--- config.mk ---
export PLATFORM = sky130hd
export DESIGN_NAME = cmux_sel_regs
export DESIGN_NICKNAME = d
export VERILOG_FILES = /design/src/rtl/cmux_pkg.sv /design/src/rtl/cmux_addr_dec.sv /design/src/rtl/cmux_sel_core.sv /design/src/rtl/cmux_gate_ctl.sv /design/src/rtl/cmux_sel_regs.sv
export SDC_FILE = /design/constraint.sdc
export NUM_CORES = 1
export LEC_CHECK = 0
export BUFFER_PORTS_ARGS = -buffer_cell sky130_fd_sc_hd__buf_4
export CAP_MARGIN = 20
export CORE_MARGIN = 2
export CORE_UTILIZATION = 28
export DETAILED_ROUTE_END_ITERATION = 8
export GPL_ROUTABILITY_DRIVEN = 0
export HOLD_SLACK_MARGIN = 0.12
export PLACE_DENSITY = 0.61
export RECOVER_POWER = 25
export SYNTH_ARGS = -nofsm -noshare
export SYNTH_HDL_FRONTEND = slang
export SYNTH_HIERARCHICAL = 1
export SYNTH_SLANG_ARGS = --single-unit
--- constraint.sdc ---
create_clock -name clk -period 2.7 [get_ports clk]
set_input_delay 0.405 -clock clk [delete_from_list [all_inputs] [get_ports clk]]
set_output_delay 0.405 -clock clk [all_outputs]
set_load 0.01 [all_outputs]
--- src/rtl/cmux_pkg.sv ---
// Shared register offsets and decode type for the clock select register unit.
// Assumes word-aligned byte addressing on the register bus.
package cmux_pkg;

    localparam int OFS_CTRL = 0;
    localparam int OFS_SET  = 4;
    localparam int OFS_CLR  = 8;
    localparam int OFS_UPD  = 12;
    localparam int OFS_STAT = 16;

    typedef struct packed {
        logic ctrl;
        logic set;
        logic clr;
        logic upd;
        logic stat;
    } reg_hit_t;

endpackage

--- src/rtl/cmux_addr_dec.sv ---
// Address decoder: turns a byte address into one-hot register hits.
// Assumes unmapped or misaligned addresses hit nothing.
module cmux_addr_dec
    import cmux_pkg::*;
#(
    parameter int ADDR_W = 5
) (
    input  logic [ADDR_W-1:0] addr,
    output reg_hit_t          hit
);

    // Compare the full address against each register offset.
    always_comb begin
        hit.ctrl = (addr == ADDR_W'(OFS_CTRL));
        hit.set  = (addr == ADDR_W'(OFS_SET));
        hit.clr  = (addr == ADDR_W'(OFS_CLR));
        hit.upd  = (addr == ADDR_W'(OFS_UPD));
        hit.stat = (addr == ADDR_W'(OFS_STAT));
    end

endmodule

--- src/rtl/cmux_sel_core.sv ---
// Select state: staged copy, committed index, sticky error and pending flag.
// HAS_UPD picks commit-on-update-strobe or commit-on-set-write.
// Assumes at most one write strobe is active per cycle.
module cmux_sel_core #(
    parameter int NUM_PARENTS = 5,
    parameter int SEL_W       = 3,
    parameter bit HAS_UPD     = 1'b1
) (
    input  logic             clk,
    input  logic             rst_n,
    input  logic             wr_ctrl,
    input  logic             wr_set,
    input  logic             wr_clr,
    input  logic             upd_fire,
    input  logic [SEL_W-1:0] wr_field,
    output logic [SEL_W-1:0] sel_q,
    output logic             err_q,
    output logic             pend_q
);

    localparam logic [SEL_W:0] LIMIT = (SEL_W+1)'(NUM_PARENTS);

    logic [SEL_W-1:0] staged_q;
    logic             commit_req;
    logic [SEL_W-1:0] commit_val;
    logic             commit_ok;
    logic             ctrl_ok;

    generate
        if (HAS_UPD) begin : g_upd_strobe
            assign commit_req = upd_fire;
            assign commit_val = staged_q;
        end else begin : g_set_direct
            assign commit_req = wr_set;
            assign commit_val = staged_q | wr_field;
        end
    endgenerate

    // Range checks for both commit paths.
    always_comb begin
        commit_ok = ({1'b0, commit_val} < LIMIT);
        ctrl_ok   = ({1'b0, wr_field} < LIMIT);
    end

    // Update staged copy, committed index and flags.
    always_ff @(posedge clk) begin
        if (!rst_n) begin
            sel_q    <= '0;
            staged_q <= '0;
            err_q    <= 1'b0;
            pend_q   <= 1'b0;
        end else begin
            if (wr_ctrl) begin
                if (ctrl_ok) begin
                    sel_q    <= wr_field;
                    staged_q <= wr_field;
                    pend_q   <= 1'b0;
                end else begin
                    err_q <= 1'b1;
                end
            end else if (wr_clr) begin
                staged_q <= staged_q & ~wr_field;
                pend_q   <= 1'b1;
            end else if (wr_set) begin
                staged_q <= staged_q | wr_field;
                pend_q   <= HAS_UPD;
            end
            if (commit_req) begin
                if (commit_ok) begin
                    sel_q <= commit_val;
                end else begin
                    err_q <= 1'b1;
                end
                pend_q <= 1'b0;
            end
        end
    end

endmodule

--- src/rtl/cmux_gate_ctl.sv ---
// Gate-off bit: 1 holds the muxed clock off. Reset leaves the clock off.
// Assumes one write strobe per cycle.
module cmux_gate_ctl (
    input  logic clk,
    input  logic rst_n,
    input  logic wr_ctrl,
    input  logic ctrl_gate,
    input  logic set_gate,
    input  logic clr_gate,
    output logic gate_q
);

    // Hold the gate bit; a control write loads it, set/clear force it.
    always_ff @(posedge clk) begin
        if (!rst_n) begin
            gate_q <= 1'b1;
        end else if (wr_ctrl) begin
            gate_q <= ctrl_gate;
        end else if (set_gate) begin
            gate_q <= 1'b1;
        end else if (clr_gate) begin
            gate_q <= 1'b0;
        end
    end

endmodule

--- src/rtl/cmux_sel_regs.sv ---
// Top of the clock select register unit: bus decode, select state, gate bit,
// stored spare bits of the control word, and the read multiplexer.
// Assumes select field, gate bit and update bit positions fit in DATA_W and
// select field and gate bit do not overlap.
module cmux_sel_regs
    import cmux_pkg::*;
#(
    parameter int NUM_PARENTS = 5,
    parameter int SEL_W       = ($clog2(NUM_PARENTS) < 1) ? 1 : $clog2(NUM_PARENTS),
    parameter int SEL_SHIFT   = 4,
    parameter int GATE_BIT    = 8,
    parameter int UPD_BIT     = 0,
    parameter bit HAS_UPD     = 1'b1,
    parameter int ADDR_W      = 5,
    parameter int DATA_W      = 32
) (
    input  logic              clk,
    input  logic              rst_n,
    input  logic              bus_we,
    input  logic [ADDR_W-1:0] bus_addr,
    input  logic [DATA_W-1:0] bus_wdata,
    output logic [DATA_W-1:0] bus_rdata,
    output logic [SEL_W-1:0]  sel_o,
    output logic              clk_en_o,
    output logic              sel_err_o,
    output logic              upd_pending_o
);

    localparam logic [DATA_W-1:0] SEL_MASK  = {{(DATA_W-SEL_W){1'b0}}, {SEL_W{1'b1}}} << SEL_SHIFT;
    localparam logic [DATA_W-1:0] GATE_MASK = {{(DATA_W-1){1'b0}}, 1'b1} << GATE_BIT;

    reg_hit_t          hit;
    logic              wr_ctrl, wr_set, wr_clr, upd_fire;
    logic [SEL_W-1:0]  wr_field;
    logic [SEL_W-1:0]  sel_q;
    logic              gate_q, err_q, pend_q;
    logic [DATA_W-1:0] spare_q;
    logic [DATA_W-1:0] field_rd;

    cmux_addr_dec #(.ADDR_W(ADDR_W)) u_dec (
        .addr (bus_addr),
        .hit  (hit)
    );

    // Qualify register hits with the write strobe and extract the field.
    always_comb begin
        wr_ctrl  = bus_we & hit.ctrl;
        wr_set   = bus_we & hit.set;
        wr_clr   = bus_we & hit.clr;
        upd_fire = bus_we & hit.upd & bus_wdata[UPD_BIT];
        wr_field = bus_wdata[SEL_SHIFT +: SEL_W];
    end

    cmux_sel_core #(
        .NUM_PARENTS (NUM_PARENTS),
        .SEL_W       (SEL_W),
        .HAS_UPD     (HAS_UPD)
    ) u_core (
        .clk      (clk),
        .rst_n    (rst_n),
        .wr_ctrl  (wr_ctrl),
        .wr_set   (wr_set),
        .wr_clr   (wr_clr),
        .upd_fire (upd_fire),
        .wr_field (wr_field),
        .sel_q    (sel_q),
        .err_q    (err_q),
        .pend_q   (pend_q)
    );

    cmux_gate_ctl u_gate (
        .clk       (clk),
        .rst_n     (rst_n),
        .wr_ctrl   (wr_ctrl),
        .ctrl_gate (bus_wdata[GATE_BIT]),
        .set_gate  (wr_set & bus_wdata[GATE_BIT]),
        .clr_gate  (wr_clr & bus_wdata[GATE_BIT]),
        .gate_q    (gate_q)
    );

    // Keep the control-word bits that are neither select nor gate.
    always_ff @(posedge clk) begin
        if (!rst_n) begin
            spare_q <= '0;
        end else if (wr_ctrl) begin
            spare_q <= bus_wdata & ~(SEL_MASK | GATE_MASK);
        end
    end

    // Build the committed field view and select the read word.
    always_comb begin
        field_rd = ({{(DATA_W-SEL_W){1'b0}}, sel_q} << SEL_SHIFT)
                 | ({{(DATA_W-1){1'b0}}, gate_q} << GATE_BIT);
        bus_rdata = '0;
        if (hit.ctrl) begin
            bus_rdata = spare_q | field_rd;
        end else if (hit.set || hit.clr) begin
            bus_rdata = field_rd;
        end else if (hit.stat) begin
            bus_rdata = {{(DATA_W-2){1'b0}}, pend_q, err_q};
        end
    end

    assign sel_o         = sel_q;
    assign clk_en_o      = ~gate_q;
    assign sel_err_o     = err_q;
    assign upd_pending_o = pend_q;

endmodule

-- Word-level counts from Yosys, hierarchy flattened
Index checks and enable logic that the tools add are counted.
- register bits: 37
- output and inout bits: 38
- word-level logic and storage cells: 55
- magnitude comparators: 2
- equal/unequal tests: 5
- mux-type cells: 22
- bitwise gates (word level): 14
- reductions and logical operators: 6
- operators with widths (operator ; count):
    two-way mux 32 bit ; 2
    bitwise OR 32 x 9 -> 32 bit ; 1
    two-way mux 3 bit ; 8
    two-way mux 1 bit ; 11
    equality test 5 x 4 -> 1 bit (second input constant) ; 2
    bitwise OR 7 x 9 -> 9 bit ; 1
    bitwise AND 1 bit ; 7
    less-than comparator 3 bit (second input constant) ; 2
    nonzero test 3 bit ; 2
    equality test 5 x 3 -> 1 bit (second input constant) ; 1
    equality test 5 bit (second input constant) ; 1
    zero test 5 bit ; 1
    bitwise AND 3 bit ; 1
    inverter 3 bit ; 1
    bitwise OR 3 bit ; 1
    two-way mux 2 bit ; 1
    inequality test 2 bit (second input constant) ; 1
    inverter 1 bit ; 2
    AND reduction 2 bit ; 1
    OR reduction 2 bit ; 1
    logical OR 1 bit ; 1

-- Logic depth before layout (Yosys ltp)
Gate-level depths: netlist of the first run.
- word-level depth: 6
- mapped depth: 8
- depth with buffers taken out: 6

-- Hierarchy
Netlist of the first run, hierarchy kept.
- modules (own cells, without submodules) (module ; instances ; cells each ; area an instance (um^2) ; sequential area each (um^2)):
    cmux_sel_regs ; 1 ; 173 ; 1519.0 ; 560.5
    cmux_sel_core ; 1 ; 46 ; 407.9 ; 160.2
    cmux_addr_dec ; 1 ; 8 ; 56.3 ; 0.0
    cmux_gate_ctl ; 1 ; 5 ; 42.5 ; 20.0

-- Worst setup path before layout of the first run
Ideal clock, no wire load.
- kind: input-to-reg
- start: input port bus_addr[3]
- end: register (tool-made name)
- setup time: 61 ps
- arrival: 2385 ps
- data required time: 2639 ps
- path slack: 254 ps
- cell stages on the path: 8
- path buffers: 2
- cell sequence: or3_4 nor3_1 clkbuf_2 clkbuf_2 and2_1 or2b_1 a21boi_2 a32o_1
- RTL lines (item ; RTL line ; text):
    from (decl) ; cmux_sel_regs.sv:20 ; input logic [ADDR_W-1:0] bus_addr,

==> reports/summary.txt, run 1 <==
FLOORPLANNING
----------------------------------------------------------------------------------
Die ar.                                                                   7930 µm²
Ports placed on the boundary                                                    78
Starting density of the core                                                 28.4%
Area of the core region                                                   7140 µm²
Site Rows                                                                       31
Width of the die                                                           89.1 µm
Vertical die dimension                                                     89.1 µm

DRT
----------------------------------------------------------------------------------
Detailed-route via count                                                      1833
Violation count after the first detailed-routing iteration                      55
Wirelength, routed                                                         4.75 mm
Routed Antenna Nets                                                              0
Initial DRT Pass Iterations                                                      4
Per-cell routed wire length                                                11.8 µm
Post-route DRC violation count                                                   0
Detail-routed via count per cell                                              4.57

CLOCKING
----------------------------------------------------------------------------------
Clock network latency to the later pin of the worst-skew pair              0.28 ns
Post-cts hold buffer count                                                       0
Buffer type at the clock tree root                                    sky130_fd_sc_hd__clkbuf_8
H-Tree Level Count                                                               2
CTS tree                                                                      done
Post_cts resized                                                                 0
Post-CTS setup-driven buffer insertion count                                     0
Clock-pin transition on the worst setup and hold timing paths              0.07 ns
Clock buffer count from CTS                                                      5
Num Clock Sinks                                                                 37
Clock buffer depth                                                               2

SYNTH
----------------------------------------------------------------------------------
Mean instance size in the synthesized netlist                             8.73 µm²
Main synth FF type                                                    sky130_fd_sc_hd__dfxtp_1
Net count after synthesis                                                      272
Synth async-reset ratio                                                         0%
Register area share after synthesis                                          36.6%
Netlist cell types                                                              35
Yosys synthesis warning count                                                    6
Summed instance area of the synthesized netlist                           2030 µm²
Synthesis-stage register bit count                                              37
Leading cell types by total area after synthesis                      sky130_fd_sc_hd__dfxtp_1 37%, sky130_fd_sc_hd__a21boi_0 11%, sky130_fd_sc_hd__o21a_1 11%
Number of enable-type register cells in the synthesized netlist                  0
Synth top area share                                                         36.6%
Count of mapped cells out of synthesis                                         232
Largest area contributor in the synthesized netlist                   sky130_fd_sc_hd__dfxtp_1

FINISH
----------------------------------------------------------------------------------
Fraction of layout cells with a size suffix above 1                          28.8%
Post-layout net count                                                          341
Utilization of the core after routing                                        38.6%
Number of diodes                                                                 0
Synthesis-to-finish area growth                                              36.0%
Sequential cell area                                                       741 µm²
Multi-input gate area in the final layout                                 1170 µm²
Fill cell total of the finished layout                                         769

GLOBAL ROUTE
----------------------------------------------------------------------------------
Initial antenna violation count                                                  0
Remaining Overflow, GRT                                                          0
First-pass GRT wire length                                                 7.31 mm
Most used routing layer                                                       met2
Largest net degree at the start of global routing                               63
Met1 global-route usage                                                      15.7%
Met3 Use GR                                                                  3.23%
Vias in the first global route                                                1567
Fraction of met2 tracks used by global routing                               17.8%
Gr usage total                                                               11.8%

SETUP PATH
----------------------------------------------------------------------------------
Family of cells with the greatest summed delay on the critical path   simple AND/OR/NAND/NOR gates
Cell repeated most along the worst path                               sky130_fd_sc_hd__buf_4
Type of the worst setup path                                          primary input to output port
CP Cell Sequence                                                      clkbuf_4 > or3_4 > nor3_1 > buf_4 > and2_1 > buf_4
Buf/Inv on CP                                                                    3
CP startpoint kind                                                    primary input
Required time of the critical path                                         2.30 ns
Highest cell delay on the worst timing path                                0.39 ns
Cell with the largest stage delay on the worst path                   sky130_fd_sc_hd__or3_4
Arrival @ worst endpoint                                                   1.93 ns
Largest fanout of any net on the critical path                                  42
Type of element capturing the critical path                            output port

STA
----------------------------------------------------------------------------------
Shortest period the worst path allows                                      2.33 ns
Worst setup margin                                                        0.368 ns
Clock Skew                                                              0.00238 ns
Final-layout setup total negative slack                                       0 ns
Final hold violations                                                            0
Number of max-slew violations in the final report                                0
Transition at the pin with the smallest max-transition slack              0.486 ns
Highest clock rate                                                       0.429 GHz
Unrepaired setup endpoints after global routing                                 no
Rel. slew slack                                                              67.6%
Final setup violation count                                                      0
Hold_ws                                                                   0.380 ns
Share of the clock period used by the worst path                             86.4%

PLACED DESIGN
----------------------------------------------------------------------------------
DP Worst Slack                                                            0.467 ns
Hpwl dp                                                                    3.22 mm
Port Buffer Count                                                               77

HOLD PATH
----------------------------------------------------------------------------------
Type of the most critical hold path                                   primary input to register

PWR
----------------------------------------------------------------------------------
Worst supply voltage drop on vdd                                          0.160 mV
Leak                                                                       1.28 nW
Cell area power density                                                 414 nW/µm²

RUN STATUS
----------------------------------------------------------------------------------
Outcome                                                               complete, no violations

RUN
----------------------------------------------------------------------------------
Max-capacitance violation count                                                  0

worst paths after layout:
check,from,to,slack (ns),cells past startpoint
worst min-delay path,bus_wdata[5],register,0.38,2
worst max register to register,register,u_core/sel_q[0],1.55,3
worst max-delay path,bus_addr[3],bus_rdata[3],0.37,6
worst min register to register,register,register,0.47,2
state kept, by name, summed over array words and instances, names as in the netlist, named ones only:
name / cells
u_core/sel_q: 3
u_core/pend_q: 1
u_gate/gate_q: 1
spare_q: 28
u_core/err_q: 1
area by class of cell:
cell class                      count  area share [%]
Sequential cell                    37            26.9
Inverter                            6           0.817
Clock buffer                        7            3.13
Timing Repair Buffer               80            21.0
Clock inverter                      1            1.09
Tap cell                           99            4.50
Multi-Input combinational cell    171            42.6
kinds of logic after synthesis:
kind of cell / share of synthesized area (%)
simple gates: 28.7
flops: 36.6
compound gates: 29.3
buf+inv: 5.50
cells in the mapped netlist, drive strengths merged (2+ instances only):
library cell	instances
or3b	2
o311a	2
nor3b	3
buf	11
a32o	2
and3	31
a22o	2
o21ai	6
or3	2
a21oi	2
a21boi	32
clkbuf	7
dfxtp	37
nor2	5
nand3b	2
nand2	3
o21a	29
nor3	4
nor2b	7
inv	6
and2	30
power breakdown:
group / switching (mW) / internal [mW]
sequential: 0.00228 / 0.550
combinational: 0.0461 / 0.0514
clock: 0.190 / 0.301
routing by layer:
metal / wire length [µm] / part of all wire [%]
met5: 0 / 0
met2: 2020 / 43
met1: 2370 / 50
met3: 271 / 5.7
met4: 81 / 1.7
per-stage QoR:
stage / std cells / power, mW / area [µm²]
floorplan: 232 / 0.606 / 2030
global placement: 393 / 0.665 / 2670
detailed placement: 393 / 0.665 / 2670
CTS: 401 / 1.18 / 2780
global route: 401 / 1.20 / 2760
finish: 401 / 1.14 / 2760
cells in the final DEF, fill, tap and decap left out, drive strengths merged:
cell type  netlist  final
a22o             2      2
nand2b           1      1
a21oi            2      2
and2            30     30
or3              2      2
inv              6      6
nand2            3      3
o211ai           1      1
and3            31     31
dfxtp           37     37
clkbuf           7     14
or2b             1      1
o211a            1      1
nor3             4      4
nor2b            7      7
nor3b            3      3
bufinv           0      1
o22ai            1      1
buf             11     73
nor2             5      5
a32o             2      2
nand3b           2      2
o21ai            6      6
or3b             2      2
o311a            2      2
o21ba            1      1
and2b            1      1
a21boi          32     32
o21a            29     29
worst reg2reg max path: cells and delay by family (launching register included):
kind | cells | cell delay [ns]
AO/OA/AOI/OAI | 2 | 0.47
flip-flops | 1 | 0.38
AND/OR/NAND/NOR | 1 | 0.19
Power figures use the tool's default switching activity.
==> inputs of run 2 (changes only) <==
- CELL_PAD_IN_SITES_DETAIL_PLACEMENT: not set -> 1
- CELL_PAD_IN_SITES_GLOBAL_PLACEMENT: not set -> 2
- CTS_BUF_LIST: not set -> sky130_fd_sc_hd__clkbuf_2 sky130_fd_sc_hd__clkbuf_4 sky130_fd_sc_hd__clkbuf_8
- PLACE_DENSITY: 0.61 -> 0.91
- clock period: 2.7 -> 2.8 ns (I/O delays scaled with it)
==> reports/summary.txt, run 2 (synthesized netlist as in run 1, its figures left out) <==
DRT
----------------------------------------------------------------------------------
Detailed-routing wirelength on met1                                        2.35 mm   -1.2%
Wirelength, routed                                                         5.49 mm   +16%
WL met2                                                                    2.78 mm   +37%
Detail-routed via count per cell                                              4.86   +6.2%
Uppermost layer routed                                                        met4
Detailed-route via count                                                      1947   +6.2%
Detailed-routed wire length on met3                                         337 µm   +24%
Post-route DRC violation count                                                   0   unchanged
Routed Antenna Nets                                                              0   unchanged
Violation count after the first detailed-routing iteration                      52   -5.5%
Initial DRT Pass Iterations                                                      4   unchanged
Per-cell routed wire length                                                13.7 µm   +16%

FINISH
----------------------------------------------------------------------------------
Number of flip-flops under the largest register name                            28   unchanged
Fill cell total of the finished layout                                         867   +13%
Most frequent cells in the layout                                     71 x sky130_fd_sc_hd__buf_4, 37 x sky130_fd_sc_hd__dfxtp_1, 31 x sky130_fd_sc_hd__and3_1, 31 x sky130_fd_sc_hd__a21boi_0, 30 x sky130_fd_sc_hd__and2_1
Number of diodes                                                                 0   unchanged
Synthesis-to-finish area growth                                              37.4%
Layout Cell Area excl Fill                                                2780 µm²   +1.0%
Post-layout net count                                                          341   unchanged
Most common cell after layout, fill and taps aside                    sky130_fd_sc_hd__buf_4
Fraction of layout cells with a size suffix above 1                          29.1%   +0.33 points
Largest registers ranked by flip-flop count                           spare_q x28, u_core/sel_q x3
Register with the most flip-flops                                          spare_q

CLOCKING
----------------------------------------------------------------------------------
Clock network latency to the later pin of the worst-skew pair              0.29 ns   about the same
Post_cts resized                                                                 0   unchanged
Num Clock Sinks                                                                 37   unchanged
Buffer type at the clock tree root                                    sky130_fd_sc_hd__clkbuf_8
H-Tree Level Count                                                               2   unchanged
Clock buffer depth                                                               2   unchanged
Post-cts hold buffer count                                                       0   unchanged
Clock-pin transition on the worst setup and hold timing paths              0.08 ns   about the same
Post-CTS setup-driven buffer insertion count                                     0   unchanged
CTS tree                                                                      done
Clock buffer count from CTS                                                      5   unchanged

STA
----------------------------------------------------------------------------------
Highest clock rate                                                       0.399 GHz
Rel. slew slack                                                              63.3%   -4.3 points
Final hold violations                                                            0   unchanged
Share of the clock period used by the worst path                             89.5%
Hold_ws                                                                   0.380 ns   +0.0000870 ns
Final-layout setup total negative slack                                       0 ns   unchanged
Transition at the pin with the smallest max-transition slack              0.547 ns   +0.0610 ns
Clock Skew                                                             0.000593 ns   -0.00179 ns
Shortest period the worst path allows                                      2.51 ns
Worst setup margin                                                        0.294 ns   -0.0745 ns
Number of max-slew violations in the final report                                0   unchanged
Unrepaired setup endpoints after global routing                                 no
Final setup violation count                                                      0   unchanged

HOLD PATH
----------------------------------------------------------------------------------
Min-delay src                                                         bus_wdata[5]
Type of the most critical hold path                                   primary input to register

FLOORPLANNING
----------------------------------------------------------------------------------
Width of the die                                                           89.1 µm   unchanged
Area of the core region                                                   7140 µm²   unchanged
Starting density of the core                                                 28.4%   unchanged
Ports placed on the boundary                                                    78   unchanged
Site Rows                                                                       31   unchanged
Die ar.                                                                   7930 µm²   unchanged
Vertical die dimension                                                     89.1 µm   unchanged

GLOBAL ROUTE
----------------------------------------------------------------------------------
Gr usage total                                                               13.7%   +1.9 points
First-pass GRT wire length                                                 8.58 mm   +17%
Remaining Overflow, GRT                                                          0   unchanged
Largest net degree at the start of global routing                               63   unchanged
Vias in the first global route                                                1905   +22%
Initial antenna violation count                                                  0   unchanged

SETUP PATH
----------------------------------------------------------------------------------
Cell repeated most along the worst path                               sky130_fd_sc_hd__buf_12
Crit path from                                                         bus_addr[3]
Largest fanout of any net on the critical path                                  41   -2.4%
CP Cell Sequence                                                      clkbuf_4 > or3_4 > nor3_1 > buf_12 > buf_12 > and2_1 > buf_4
Family of cells with the greatest summed delay on the critical path   simple AND/OR/NAND/NOR gates
Cell with the largest stage delay on the worst path                   sky130_fd_sc_hd__nor3_1
Type of element capturing the critical path                            output port
Buf/Inv on CP                                                                    4   +1
Arrival @ worst endpoint                                                   2.09 ns   +0.16 ns
Highest cell delay on the worst timing path                                0.44 ns   +0.05 ns
Required time of the critical path                                         2.38 ns   +0.08 ns
CP startpoint kind                                                    primary input
Type of the worst setup path                                          primary input to output port

PLACED DESIGN
----------------------------------------------------------------------------------
Cell area reported after detailed placement                               2690 µm²   +0.94%
DP Worst Slack                                                            0.451 ns   -0.0162 ns
Port Buffer Count                                                               77   unchanged
Hpwl dp                                                                    3.83 mm   +19%

RUN STATUS
----------------------------------------------------------------------------------
Outcome                                                               complete, no violations

PWR
----------------------------------------------------------------------------------
Cell area power density                                                 403 nW/µm²   -2.6%
Worst supply voltage drop on vdd                                          0.176 mV   +9.9%
Leak                                                                       1.28 nW   +0.26%
Total power                                                                1.12 mW   -1.6%

RUN
----------------------------------------------------------------------------------
Max-capacitance violation count                                                  0   unchanged

[run 2: worst paths after layout]
path / end / slack [ns] / depth (start not counted)
max: bus_rdata[20] / 0.29 / 7
min: register / 0.38 / 2
max reg2reg: u_core/sel_q[0] / 1.62 / 3
min reg2reg: register / 0.47 / 2
[run 2: area by class of cell]
| cell class | instances | area [µm²] | share of cell area, % |
|---|---|---|---|
| sequential | 37 | 741 | 26.6 |
| clock inverter | 2 | 37.5 | 1.35 |
| tap | 99 | 124 | 4.45 |
| clock buffer | 6 | 82.6 | 2.97 |
| inverter | 6 | 22.5 | 0.809 |
| timing repair buffer | 80 | 603 | 21.7 |
| multi-input combinational | 171 | 1170 | 42.2 |
[run 2: where the power goes]
group	total (mW)	internal (mW)	leakage, nW	switching [mW]
combinational	0.0975	0.0508	0.927	0.0467
sequential	0.533	0.530	0.298	0.00239
clock	0.492	0.290	0.0574	0.203
[run 2: metal layers]
layer  GRT usage (%)  up-vias
met1            15.8      940
met5               0        -
li1                -      955
met2            24.9       50
met3            4.16        2
met4            3.12        0
[run 2: worst register-to-register path, stage by stage, from the launching register on]
cell	delay, ns
sky130_fd_sc_hd__dfxtp_1	0.39
sky130_fd_sc_hd__o21ai_1	0.14
sky130_fd_sc_hd__and2_1	0.20
sky130_fd_sc_hd__o311a_1	0.34
[run 2: stage by stage]
stage | cells | util [%]
6_report | 401 | 39.0
5_1_grt | 401 | 39.0
4_1_cts | 401 | 39.4
3_5_place_dp | 393 | 37.7
3_3_place_gp | 393 | 37.7
2_1_floorplan | 232 | -
==> inputs of run 3 (changes only) <==
- ABC_AREA: not set -> 1
- CORE_UTILIZATION: 28 -> 26
- PLACE_DENSITY: 0.91 -> 0.95
==> reports/summary.txt, run 3 <==
SETUP PATH
----------------------------------------------------------------------------------
Arrival @ worst endpoint                                                   1.75 ns   -0.34 ns
Type of element capturing the critical path                            output port
Largest fanout of any net on the critical path                                  25   -39%
Highest cell delay on the worst timing path                                0.39 ns   -0.05 ns
Family of cells with the greatest summed delay on the critical path   simple AND/OR/NAND/NOR gates
Cell repeated most along the worst path                               sky130_fd_sc_hd__nand2_1
Worst reg2reg setup slack                                                  1.73 ns   +0.11 ns
Type of the worst setup path                                          primary input to output port
Required time of the critical path                                         2.38 ns   about the same
Buf/Inv on CP                                                                    4   unchanged
CP startpoint kind                                                    primary input
CP Cell Sequence                                                      clkbuf_4 > nor2_1 > nand2_1 > nor2_2 > buf_12 > inv_1 > nand3_1 > nand2_1 > buf_4
Cell with the largest stage delay on the worst path                   sky130_fd_sc_hd__nor2_2

SYNTH
----------------------------------------------------------------------------------
Yosys synthesis warning count                                                    6   unchanged
Synth async-reset ratio                                                         0%   unchanged
Leading post-synthesis cells by instance count                        115 x sky130_fd_sc_hd__nand2_1, 83 x sky130_fd_sc_hd__inv_1, 76 x sky130_fd_sc_hd__nor2_1, 37 x sky130_fd_sc_hd__dfxtp_1, 8 x sky130_fd_sc_hd__buf_2
Synth top area share                                                         36.1%   -0.45 points
Synthesis-stage register bit count                                              37   unchanged
Count of mapped cells out of synthesis                                         357   +54%
Largest area contributor in the synthesized netlist                   sky130_fd_sc_hd__dfxtp_1
Number of enable-type register cells in the synthesized netlist                  0   unchanged
Net count after synthesis                                                      397   +46%
Leading cell types by total area after synthesis                      sky130_fd_sc_hd__dfxtp_1 36%, sky130_fd_sc_hd__nand2_1 21%, sky130_fd_sc_hd__inv_1 15%
Main synth FF type                                                    sky130_fd_sc_hd__dfxtp_1
Library cell with the highest instance count after synthesis          sky130_fd_sc_hd__nand2_1
Netlist cell types                                                              20   -43%
Register area share after synthesis                                          36.1%   -0.45 points
Mean instance size in the synthesized netlist                             5.74 µm²   -34%
Summed instance area of the synthesized netlist                           2050 µm²   +1.2%

CLOCKING
----------------------------------------------------------------------------------
Post-CTS setup-driven buffer insertion count                                     0   unchanged
H-Tree Level Count                                                               2   unchanged
Clock buffer depth                                                               2   unchanged
CTS tree                                                                      done
Num Clock Sinks                                                                 37   unchanged
Clock-pin transition on the worst setup and hold timing paths              0.07 ns   about the same
Post-cts hold buffer count                                                       0   unchanged
Post_cts resized                                                                 0   unchanged
Clock buffer count from CTS                                                      5   unchanged
Buffer type at the clock tree root                                    sky130_fd_sc_hd__clkbuf_8
Clock network latency to the later pin of the worst-skew pair              0.29 ns   about the same

STA
----------------------------------------------------------------------------------
Final-layout setup total negative slack                                       0 ns   unchanged
Worst setup margin                                                        0.628 ns   +0.334 ns
Final hold violations                                                            0   unchanged
Unrepaired setup endpoints after global routing                                 no
Clock Skew                                                              0.00264 ns   +0.00204 ns
Transition at the pin with the smallest max-transition slack               1.02 ns   +0.470 ns
Share of the clock period used by the worst path                             77.6%   -12 points
Final setup violation count                                                      0   unchanged
Highest clock rate                                                       0.460 GHz   +15%
Rel. slew slack                                                              32.2%   -31 points
Shortest period the worst path allows                                      2.17 ns   -0.334 ns
Number of max-slew violations in the final report                                0   unchanged

FLOORPLANNING
----------------------------------------------------------------------------------
Vertical die dimension                                                     92.8 µm   +4.2%
Width of the die                                                           92.8 µm   +4.2%
Site Rows                                                                       32   +3.2%
Die ar.                                                                   8610 µm²   +8.6%
Ports placed on the boundary                                                    78   unchanged
Area of the core region                                                   7690 µm²   +7.7%
Starting density of the core                                                 26.7%   -1.7 points

DRT
----------------------------------------------------------------------------------
Per-cell routed wire length                                                10.5 µm   -23%
Detail-routed via count per cell                                              4.10   -15%
Routed Antenna Nets                                                              0   unchanged
Detailed-route via count                                                      2192   +13%
Post-route DRC violation count                                                   0   unchanged
Wirelength, routed                                                         5.61 mm   +2.3%
Detailed-routed wire length on met3                                         351 µm   +4.2%
Detailed-routing wirelength on met1                                        2.51 mm   +6.9%
Uppermost layer routed                                                        met4
WL met2                                                                    2.72 mm   -1.9%
Initial DRT Pass Iterations                                                      4   unchanged
Violation count after the first detailed-routing iteration                      43   -17%

HOLD PATH
----------------------------------------------------------------------------------
Type of the most critical hold path                                   primary input to register

PWR
----------------------------------------------------------------------------------
Cell area power density                                                 365 nW/µm²   -9.4%
Leak                                                                       1.71 nW   +33%
Worst supply voltage drop on vdd                                          0.260 mV   +48%

FINISH
----------------------------------------------------------------------------------
Most common cell after layout, fill and taps aside                    sky130_fd_sc_hd__nand2_1
Number of flip-flops under the largest register name                            28   unchanged
Utilization of the core after routing                                        36.0%   -3.1 points
Number of diodes                                                                 0   unchanged
Synthesis-to-finish area growth                                              34.8%
Largest registers ranked by flip-flop count                           spare_q x28, u_core/sel_q x3
Fill cell total of the finished layout                                        1084   +25%
Post-layout net count                                                          471   +38%
Most frequent cells in the layout                                     115 x sky130_fd_sc_hd__nand2_1, 83 x sky130_fd_sc_hd__inv_1, 76 x sky130_fd_sc_hd__nor2_1
Fraction of layout cells with a size suffix above 1                          20.8%   -8.3 points
Register with the most flip-flops                                          spare_q

GLOBAL ROUTE
----------------------------------------------------------------------------------
Largest net degree at the start of global routing                               55   -13%
Initial antenna violation count                                                  0   unchanged
Remaining Overflow, GRT                                                          0   unchanged
Gr usage total                                                               13.8%   +0.084 points
First-pass GRT wire length                                                 9.58 mm   +12%
Vias in the first global route                                                2196   +15%

PLACED DESIGN
----------------------------------------------------------------------------------
Hpwl dp                                                                    4.25 mm   +11%
DP Worst Slack                                                            0.630 ns   +0.179 ns
Port Buffer Count                                                               77   unchanged

RUN STATUS
----------------------------------------------------------------------------------
Outcome                                                               complete, no violations

RUN
----------------------------------------------------------------------------------
Max-capacitance violation count                                                  0   unchanged

[run 3: changes by cell type after synthesis, moves of 7 or more]
cell / change
sky130_fd_sc_hd__and3_1: -31
sky130_fd_sc_hd__nand2_1: +112
sky130_fd_sc_hd__and2_1: -30
sky130_fd_sc_hd__o21a_1: -29
sky130_fd_sc_hd__nand3_1: +7
sky130_fd_sc_hd__inv_1: +77
sky130_fd_sc_hd__nor2_1: +71
sky130_fd_sc_hd__a21boi_0: -30
sky130_fd_sc_hd__nor2b_1: -7
[run 3: path summary, 6_finish.rpt]
check	start	to	cells after the start
max reg2reg	register	u_core/sel_q[0]	4
min reg2reg	register	register	2
max	bus_addr[1]	bus_rdata[0]	9
min	bus_wdata[30]	spare_q[30]	3
[run 3: cells by family after synthesis]
logic type	after synthesis	synth area share [%]
compound gates	14	3.66
buf+inv	96	19.3
flops	37	36.1
simple gates	210	40.9
[run 3: tightest hold or removal path: stages]
cell and delay, ns:
sky130_fd_sc_hd__buf_4 0.08, sky130_fd_sc_hd__nor2_1 0.03, sky130_fd_sc_hd__nor2_1 0.08
[run 3: area by class of cell]
| cell class | count | area, µm² | share of cell area [%] |
|---|---|---|---|
| multi-input cells | 224 | 913 | 33.0 |
| clock inverters | 2 | 10.0 | 0.362 |
| clock buffers | 6 | 76.3 | 2.76 |
| inverters | 84 | 315 | 11.4 |
| repair buffers | 79 | 581 | 21.0 |
| flip-flops and latches | 37 | 741 | 26.8 |
| well taps | 102 | 128 | 4.62 |
[run 3: per-stage QoR]
| stage | instance area, µm² | hold slack [ns] | std cells | power [mW] |
|---|---|---|---|---|
| 6_report | 2760 | 0.356 | 534 | 1.01 |
| 5_1_grt | 2760 | 0.347 | 534 | 1.07 |
| 4_1_cts | 2790 | 0.350 | 534 | 1.03 |
| 3_5_place_dp | 2710 | 0.473 | 526 | 0.652 |
| 3_3_place_gp | 2710 | 0.465 | 526 | 0.649 |
| 2_1_floorplan | 2050 | 0.445 | 357 | 0.590 |
[run 3: report_power, final]
group	switching, mW	internal, mW	leakage [nW]
Clock	0.191	0.182	0.0484
Combinational	0.0490	0.0496	1.36
Sequential	0.00411	0.533	0.299
Total	0.244	0.765	1.71
[run 3: routing by layer]
layer / GRT usage (%) / vias up
met5: 0 / -
met1: 16.1 / 984
met4: 2.57 / 0
li1: - / 1157
met3: 4.23 / 5
met2: 24.9 / 46
